`config.mk`:
```
export PLATFORM = sky130hd
export DESIGN_NAME = vc_in_port
export DESIGN_NICKNAME = d
export VERILOG_FILES = /design/src/rtl/vcr_pkg.sv /design/src/rtl/vc_fifo.sv /design/src/rtl/xy_route.sv /design/src/rtl/vc_lane.sv /design/src/rtl/vc_in_port.sv
export SDC_FILE = /design/constraint.sdc
export NUM_CORES = 1
export LEC_CHECK = 0
export BUFFER_PORTS_ARGS = -buffer_cell sky130_fd_sc_hd__buf_2
export CORE_ASPECT_RATIO = 0.75
export CORE_MARGIN = 2
export CORE_UTILIZATION = 50
export DETAILED_ROUTE_END_ITERATION = 8
export GPL_TIMING_DRIVEN = 0
export PLACE_DENSITY_LB_ADDON = 0.12
export SYNTH_ARGS = -nofsm -noshare
export SYNTH_HDL_FRONTEND = slang
export SYNTH_SLANG_ARGS = --single-unit
```
`constraint.sdc`:
```
create_clock -name clk_i -period 6.7 [get_ports clk_i]
set_clock_uncertainty 0.15 [all_clocks]
set_input_delay 0.67 -clock clk_i [delete_from_list [all_inputs] [get_ports clk_i]]
set_output_delay 0.67 -clock clk_i [all_outputs]
set_load 0.02 [all_outputs]
```
`src/rtl/vcr_pkg.sv`:
```
package vcr_pkg;
  localparam int FLIT_W  = 34;
  localparam int BOP_BIT = 33;
  localparam int EOP_BIT = 32;
  localparam int COORD_W = 4;
  localparam int NPORT   = 5;
  localparam int TOTAL_SLOTS = 16;

  typedef enum logic [2:0] {
    P_LOCAL = 3'd0,
    P_NORTH = 3'd1,
    P_EAST  = 3'd2,
    P_SOUTH = 3'd3,
    P_WEST  = 3'd4
  } port_e;
endpackage

```
`src/rtl/vc_fifo.sv`:
```
module vc_fifo #(
  parameter int W     = 34,
  parameter int DEPTH = 4
) (
  input  logic         clk_i,
  input  logic         rst_ni,
  input  logic         wr_i,
  input  logic [W-1:0] wdata_i,
  input  logic         rd_i,
  output logic [W-1:0] rdata_o,
  output logic         empty_o,
  output logic         full_o
);
  localparam int PW = (DEPTH > 1) ? $clog2(DEPTH) : 1;
  localparam int CW = $clog2(DEPTH + 1);

  logic [W-1:0]  mem_q [DEPTH];
  logic [PW-1:0] wptr_q, rptr_q;
  logic [CW-1:0] cnt_q;

  assign empty_o = (cnt_q == '0);
  assign full_o  = (cnt_q == CW'(DEPTH));
  assign rdata_o = mem_q[rptr_q];

  function automatic logic [PW-1:0] nxt(input logic [PW-1:0] p);
    return (p == PW'(DEPTH - 1)) ? '0 : p + 1'b1;
  endfunction

  always_ff @(posedge clk_i or negedge rst_ni) begin
    if (!rst_ni) begin
      wptr_q <= '0;
      rptr_q <= '0;
      cnt_q  <= '0;
    end else begin
      if (wr_i) wptr_q <= nxt(wptr_q);
      if (rd_i) rptr_q <= nxt(rptr_q);
      if (wr_i && !rd_i)      cnt_q <= cnt_q + 1'b1;
      else if (rd_i && !wr_i) cnt_q <= cnt_q - 1'b1;
    end
  end

  always_ff @(posedge clk_i) begin
    if (wr_i) mem_q[wptr_q] <= wdata_i;
  end
endmodule

```
`src/rtl/xy_route.sv`:
```
module xy_route
  import vcr_pkg::*;
#(
  parameter int X_POS = 0,
  parameter int Y_POS = 0
) (
  input  logic [FLIT_W-1:0] flit_i,
  output logic [NPORT-1:0]  port_oh_o
);
  logic [COORD_W-1:0] dx, dy;
  port_e sel;

  assign dx = flit_i[COORD_W-1:0];
  assign dy = flit_i[2*COORD_W-1:COORD_W];

  always_comb begin
    if (dx > COORD_W'(X_POS))      sel = P_EAST;
    else if (dx < COORD_W'(X_POS)) sel = P_WEST;
    else if (dy > COORD_W'(Y_POS)) sel = P_NORTH;
    else if (dy < COORD_W'(Y_POS)) sel = P_SOUTH;
    else                           sel = P_LOCAL;
  end

  assign port_oh_o = NPORT'(1) << sel;
endmodule

```
`src/rtl/vc_lane.sv`:
```
module vc_lane
  import vcr_pkg::*;
#(
  parameter int DEPTH = 4,
  parameter int X_POS = 0,
  parameter int Y_POS = 0
) (
  input  logic              clk_i,
  input  logic              rst_ni,
  input  logic              wr_i,
  input  logic [FLIT_W-1:0] wdata_i,
  input  logic              pop_i,
  output logic              drop_o,
  output logic              credit_o,
  output logic              req_valid_o,
  output logic [NPORT-1:0]  req_port_o,
  output logic [FLIT_W-1:0] head_o
);
  logic empty, full, rd, wr_ok;
  logic [NPORT-1:0] route;
  logic held_q, credit_q;
  logic [NPORT-1:0] held_port_q;

  assign rd     = pop_i && !empty;
  assign wr_ok  = wr_i && (!full || rd);
  assign drop_o = wr_i && full && !rd;

  vc_fifo #(.W(FLIT_W), .DEPTH(DEPTH)) u_fifo (
    .clk_i, .rst_ni,
    .wr_i(wr_ok), .wdata_i,
    .rd_i(rd), .rdata_o(head_o),
    .empty_o(empty), .full_o(full)
  );

  xy_route #(.X_POS(X_POS), .Y_POS(Y_POS)) u_route (
    .flit_i(head_o), .port_oh_o(route)
  );

  // wormhole: header (without tail) locks the port until the tail is read
  always_ff @(posedge clk_i or negedge rst_ni) begin
    if (!rst_ni) begin
      held_q      <= 1'b0;
      held_port_q <= '0;
      credit_q    <= 1'b0;
    end else begin
      credit_q <= rd;
      if (rd) begin
        if (head_o[EOP_BIT]) begin
          held_q <= 1'b0;
        end else if (head_o[BOP_BIT] && !held_q) begin
          held_q      <= 1'b1;
          held_port_q <= route;
        end
      end
    end
  end

  assign credit_o    = credit_q;
  assign req_valid_o = !empty;
  assign req_port_o  = held_q ? held_port_q : route;
endmodule

```
`src/rtl/vc_in_port.sv`:
```
module vc_in_port
  import vcr_pkg::*;
#(
  parameter int NUM_VC = 4,
  parameter int X_POS  = 2,
  parameter int Y_POS  = 2
) (
  input  logic                     clk_i,
  input  logic                     rst_ni,
  input  logic                     link_valid_i,
  input  logic [FLIT_W-1:0]        link_flit_i,
  input  logic [2:0]               link_vc_i,
  input  logic [NUM_VC-1:0]        pop_i,
  output logic [NUM_VC-1:0]        credit_o,
  output logic [NUM_VC-1:0]        req_valid_o,
  output logic [NUM_VC*NPORT-1:0]  req_port_o,
  output logic [NUM_VC*FLIT_W-1:0] head_flit_o,
  output logic                     overflow_o
);
  localparam int DEPTH = TOTAL_SLOTS / NUM_VC;

  logic [NUM_VC-1:0] drop;
  logic ovf_q;

  for (genvar v = 0; v < NUM_VC; v++) begin : g_lane
    logic wr;
    assign wr = link_valid_i && (int'(link_vc_i) == v);

    vc_lane #(.DEPTH(DEPTH), .X_POS(X_POS), .Y_POS(Y_POS)) u_lane (
      .clk_i, .rst_ni,
      .wr_i(wr), .wdata_i(link_flit_i),
      .pop_i(pop_i[v]),
      .drop_o(drop[v]),
      .credit_o(credit_o[v]),
      .req_valid_o(req_valid_o[v]),
      .req_port_o(req_port_o[v*NPORT +: NPORT]),
      .head_o(head_flit_o[v*FLIT_W +: FLIT_W])
    );
  end

  always_ff @(posedge clk_i or negedge rst_ni) begin
    if (!rst_ni) ovf_q <= 1'b0;
    else         ovf_q <= ovf_q | (|drop);
  end

  assign overflow_o = ovf_q;
endmodule

```
# Yosys cells after proc, flatten, opt, wreduce, memory -nomap -nowiden
# Memories as Yosys holds them, arrays and structs flattened.
# Cells that the tools add are included.
# word_totals
ff_bits	57
wordCells	215
output_inout_bits	165
memories	4
in_bits	44
ram_bits	544
# classes
eq_ne	15
n_reduce_logical	78
addsub	16
n_shift	4
bitwise_logic	5
n_mux	52
n_lt_le_gt_ge	16
# mem_list
name	depth	width	read_ports	rd_clocked_by_memory_dff	write_ports	line	rtl
g_lane[0].u_lane.u_fifo.mem_q	4	34	1	0	1	vc_fifo.sv:17	logic [W-1:0] mem_q [DEPTH];
g_lane[1].u_lane.u_fifo.mem_q	4	34	1	0	1	vc_fifo.sv:17	
g_lane[2].u_lane.u_fifo.mem_q	4	34	1	0	1	vc_fifo.sv:17	
g_lane[3].u_lane.u_fifo.mem_q	4	34	1	0	1	vc_fifo.sv:17	
# ops
cell	count
$mux W3	16
$gt A4 B2 Y1 const B	8
$logic_and A1 B1 Y1	32
$lt A4 B2 Y1 const B	8
$mux W2	16
$logic_not A1 Y1	20
$mux W5	4
$shl A1 B3 Y5 const A	4
$eq A3 B3 Y1 const B	6
$add A2 B1 Y2 const B	8
$eq A2 B2 Y1 const B	8
$mux W1	16
$reduce_bool A2 Y1	8
$logic_not A3 Y1	5
$add A3 B1 Y3 const B	4
$reduce_and A3 Y1	4
$sub A3 B1 Y3 const B	4
$reduce_and A2 Y1	4
$logic_or A1 B1 Y1	4
$not A1 Y1	4
$reduce_or A4 Y1	1
$eq A3 B2 Y1 const B	1
$or A1 B1 Y1	1

# Depth between registers and ports, before layout
# depth
word_depth	9
mapped_depth	9
depth_no_buf	8

# By module
# Synthesis repeated with hierarchy kept, for this count alone.
# hier_totals
hier_cells	1008
area_unflattened_um2	23422.5
# modules_own_cells
module	area_per_inst_um2	seq_area_each_um2	n_inst	cells_each
vc_fifo (g_lane[0].u_lane.u_fifo ...)	5372.7	4259.1	3	215
vc_fifo (g_lane[3].u_lane.u_fifo)	5375.2	4259.1	1	215
vc_lane	384.1	175.2	4	27
xy_route	76.3	0.0	4	8
vc_in_port	87.6	25.0	1	8

# Worst setup path after synthesis
# Ideal clock, no wire load.
# synth_timing
kind	input-to-reg
from	input link_vc_i[1]
to	memory g_lane[0].u_lane.u_fifo.mem_q[3][0], enable pin
slack_ns	3.608
arrival_time_ns	2.547
setup_ns	0.394
required_time_ns	6.156
path_stages	3
n_path_buf	0
cell_sequence	or3b_2 > nor3_1 > and2_1
# synth_via
elab_chain_len	5
# synth_rtl
element	line	rtl
start: declaration	vc_in_port.sv:12	input logic [2:0] link_vc_i,
$logic_not A3 Y1	vc_in_port.sv:27	assign wr = link_valid_i && (int'(link_vc_i) == v);
$logic_and A1 B1 Y1	vc_in_port.sv:27	
$logic_and A1 B1 Y1	vc_lane.sv:25	assign wr_ok = wr_i && (!full || rd);
named net g_lane[0].u_lane.u_fifo.wr_i	vc_fifo.sv:7	input logic wr_i,
$mux W1	vc_fifo.sv:43	if (wr_i) mem_q[wptr_q] <= wdata_i;
$mux W1 (not written as such)	vc_fifo.sv:43	
end: declaration	vc_fifo.sv:17	
# The timed path passes the listed nets, and every way through them passes these cells.

# Worst setup path in the final report
# layout_timing
from	register g_lane[1].u_lane.u_fifo.rptr_q[1]
to	output head_flit_o[60]
# layout_via
elab_chain_len	1
# layout_rtl
element	line	rtl
start: declaration	vc_fifo.sv:18	logic [PW-1:0] wptr_q, rptr_q;
start signal: assignment	vc_fifo.sv:36	if (rd_i) rptr_q <= nxt(rptr_q);
$mem_v2 Z4 W34	--	
end: declaration	vc_in_port.sv:17	output logic [NUM_VC*FLIT_W-1:0] head_flit_o,
# Every way passes these cells.

==> flow_summary.yaml <==
layout:
  nets: 1385
  areaGrowthSynthToFinish_pct: 16.56
  drive_gt1_share_pct: 37.76
  layout.cells.non_filler: 1943
  final_util_pct: 59.48
pwr:
  vdd_drop_max_mv: 0.2642
  finalPower_w: 0.01080
  power_density_nw_per_um2: 403.2
  power_leakage_nw: 9.175
grt:
  grt_pass1_wl_um: 73940
  grt_antenna_before_repair: 0
  track_usage_pct: 21.53
  grt_pass1_vias: 11003
  grt-ovfl-total: 0
  grt_max_degree: 58
synth:
  seq_area_frac_synth_pct: 77.32
  synth_ff_type: "edfxtp_1"
  netlist_instances: 1032
  synth_seq_cells: 601
  synth.cell_area_sq_um: 22970
  synth.top_cell.area_share_pct: 71.11
  synth_nets: 1104
  avgSynthCellArea_sq_um: 22.26
  synth-async-reset-ratio_pct: 9.484
  synth_area_leaders: "edfxtp_1 71%, mux4_2 13%, dfrtp_1 6.2%"
  yosysMostFrequentCell: "edfxtp_1"
  yosysUniqueCellTypes: 44
  synth_edf_count: 544
  synthTopCellsByCount: "544 x edfxtp_1, 132 x mux4_2, 57 x dfrtp_1"
  synth_warnings: 0
  yosys.area.top_type: "edfxtp_1"
critical_path:
  max_stage_delay_ns: 0.81
  cpMostUsedCell: "clkbuf_1"
  worstPathMaxFanout: 10
  required_ns: 5.88
  rr_startpoint: "g_lane[0].u_lane.u_fifo.rptr_q[1]"
  worst-endpoint-arrival_ns: 3.55
  path_cells: "clkbuf_1 > clkbuf_1 > buf_1 > mux4_2 > buf_2"
  r2r_end: "g_lane[0].u_lane.held_port_q[1]"
  reg2reg_slack_ns: 3.60
  worstSetupStartpoint: "g_lane[1].u_lane.u_fifo.rptr_q[1]"
  crit_path_top_delay_cell: "clkbuf_1"
  path_class: "flip-flop to primary output"
  end_kind: "primary output"
  reg2regPathDepth: 5
  start_kind: "flip-flop"
outcome:
  run_status: "finished, final reports clean"
clock_tree:
  clk-insertion-delay-late_ns: 0.59
  clock_sinks: 601
  ctsLongestPathBuffers: 3
  post_cts_buffers: 0
  ctsHoldBuffers: 0
  cts_root_buf: "clkbuf_16"
  clk_pin_slew_ns: 0.06
  cts_tree: "yes"
  cts_resized: 0
  cts-htree-levels: 2
  cts_buffers: 55
route:
  dr.pass1.iters: 5
  drt_wl_total_um: 50700
  viasPerCell: 5.712
  initialDrtViolationCount: 1156
  drc: 0
  ant_nets: 0
  wire_per_inst_um: 26.10
  num_vias: 11099
sta:
  drv_slew: 0
  finalSetupTns_ns: 0
  maxClockFrequency_mhz: 228.9
  finalHoldViolations: 0
  setup_viol: 0
  finalCritPeriodShare_pct: 65.22
  rsz0062_at_grt: "false"
  fin_crit_ns: 4.370
  max-slew-margin-rel_pct: 20.44
  tightest_slew_ns: 1.193
placement:
  place_congestion: 0.7637
  portBuffers: 208
  dp_hpwl_um: 32810
  dp_cells: 1842
die:
  die_w_um: 251.5
  fp.dieArea_sq_um: 47690
  std_cell_rows: 67
  io_pins: 209
  chipHeight_um: 189.6
  start_util_pct: 51.03
  core_sq_um: 45020
run:
  cap_violations: 0
hold_path:
  hold_class: "input port to async pin"
report_power, final:
group	total [W]	switching, W	internal (W)
Sequential	0.00446	0.000124	0.00433
Clock	0.00290	0.00132	0.00158
Combinational	0.00344	0.00208	0.00136
sequential cells by signal (all words and copies together), names as in the netlist:
signal                       flops
g_lane.u_lane.u_fifo.cnt_q      12
g_lane.u_lane.held_port_q       20
g_lane.u_lane.u_fifo.rptr_q      8
g_lane.u_lane.held_q             4
g_lane.u_lane.credit_o           4
g_lane.u_lane.u_fifo.wptr_q      8
g_lane.u_lane.u_fifo.mem_q     544
overflow_o                       1
metal layers:
metal | global-route usage, % | vias up | wire [um] | share of wire, %
met4 | 4.144 | 0 | 646 | 1.3
met3 | 4.337 | 50 | 3594 | 7.1
met1 | 33.32 | 5868 | 22980 | 45
met2 | 32.39 | 380 | 23480 | 46
li1 | - | 4801 | - | -
met5 | 0 | - | 0 | 0
area by class of cell:
cell class,instances,area [sq um]
sequential,601,17760
fill,3270,18240
buffer,46,252.7
multi-input combinational,361,4887
tap,586,733.2
antenna,1,2.502
timing repair buffer,224,1394
inverter,24,90.09
clock inverter,32,200.2
clock buffer,68,1455
worst max path at each step:
stage / cells past startpoint / slack (ns) / end
finish: 5 / 2.33 / head_flit_o[60]
global route: 5 / 2.19 / head_flit_o[60]
floorplan: 3 / 3.61 / g_lane[0].u_lane.u_fifo.mem_q[3][0]
detailed placement: 5 / 2.86 / head_flit_o[60]
CTS: 5 / 2.23 / head_flit_o[60]
global placement: 4 / 2.31 / g_lane[0].u_lane.u_fifo.mem_q[1][23]
worst max-delay path, delay by kind of cell, from the launching register on:
kind	cells	cell delay, ns
buffers and inverters	4	2.16
multiplexers	1	0.46
flip-flops	1	0.35
metrics by stage:
| step | hold WS (ns) | setup slack [ns] | instance area (sq um) |
|---|---|---|---|
| after floorplan | 0.2244 | 3.608 | 22970 |
| after global placement | 0.2854 | 2.309 | 24750 |
| after detailed placement | 0.2911 | 2.857 | 25120 |
| after CTS | 0.07233 | 2.232 | 26770 |
| after global routing | 0.09665 | 2.186 | 26770 |
| final | 0.04972 | 2.330 | 26780 |
cell families after synthesis:
group	after synthesis	share of synthesized area (%)
xor+xnor	12	0.4575
mux	172	15.12
fa+ha+maj	28	1.656
buf+inv	70	1.492
simple gates	110	2.925
compound gates	39	1.029
flops	601	77.32
cell usage in the layout, fill, tap and decap left out, drive strengths merged:
cell type,netlist,routed
a21o,5,5
nor4b,10,10
buf,35,259
o221ai,1,1
a211o,4,4
nand2,40,40
nand3b,1,1
edfxtp,544,544
and2,16,16
nor3,12,12
nor3b,1,1
mux2,28,28
nor2,10,10
clkinvlp,0,2
or3,6,6
nand4bb,2,2
clkbuf,11,79
bufinv,0,1
or3b,1,1
diode,0,1
and3,2,2
a221o,1,1
ha,24,24
o211ai,2,2
or4b,6,6
xnor2,4,4
a21oi,10,10
nor4,2,2
dfrtp,57,57
xor2,8,8
fa,4,4
and3b,1,1
clkinv,0,29
mux2i,8,8
mux4,136,136
inv,24,24
o21ai,16,16
No activity file was read; power rests on OpenSTA's default activity.
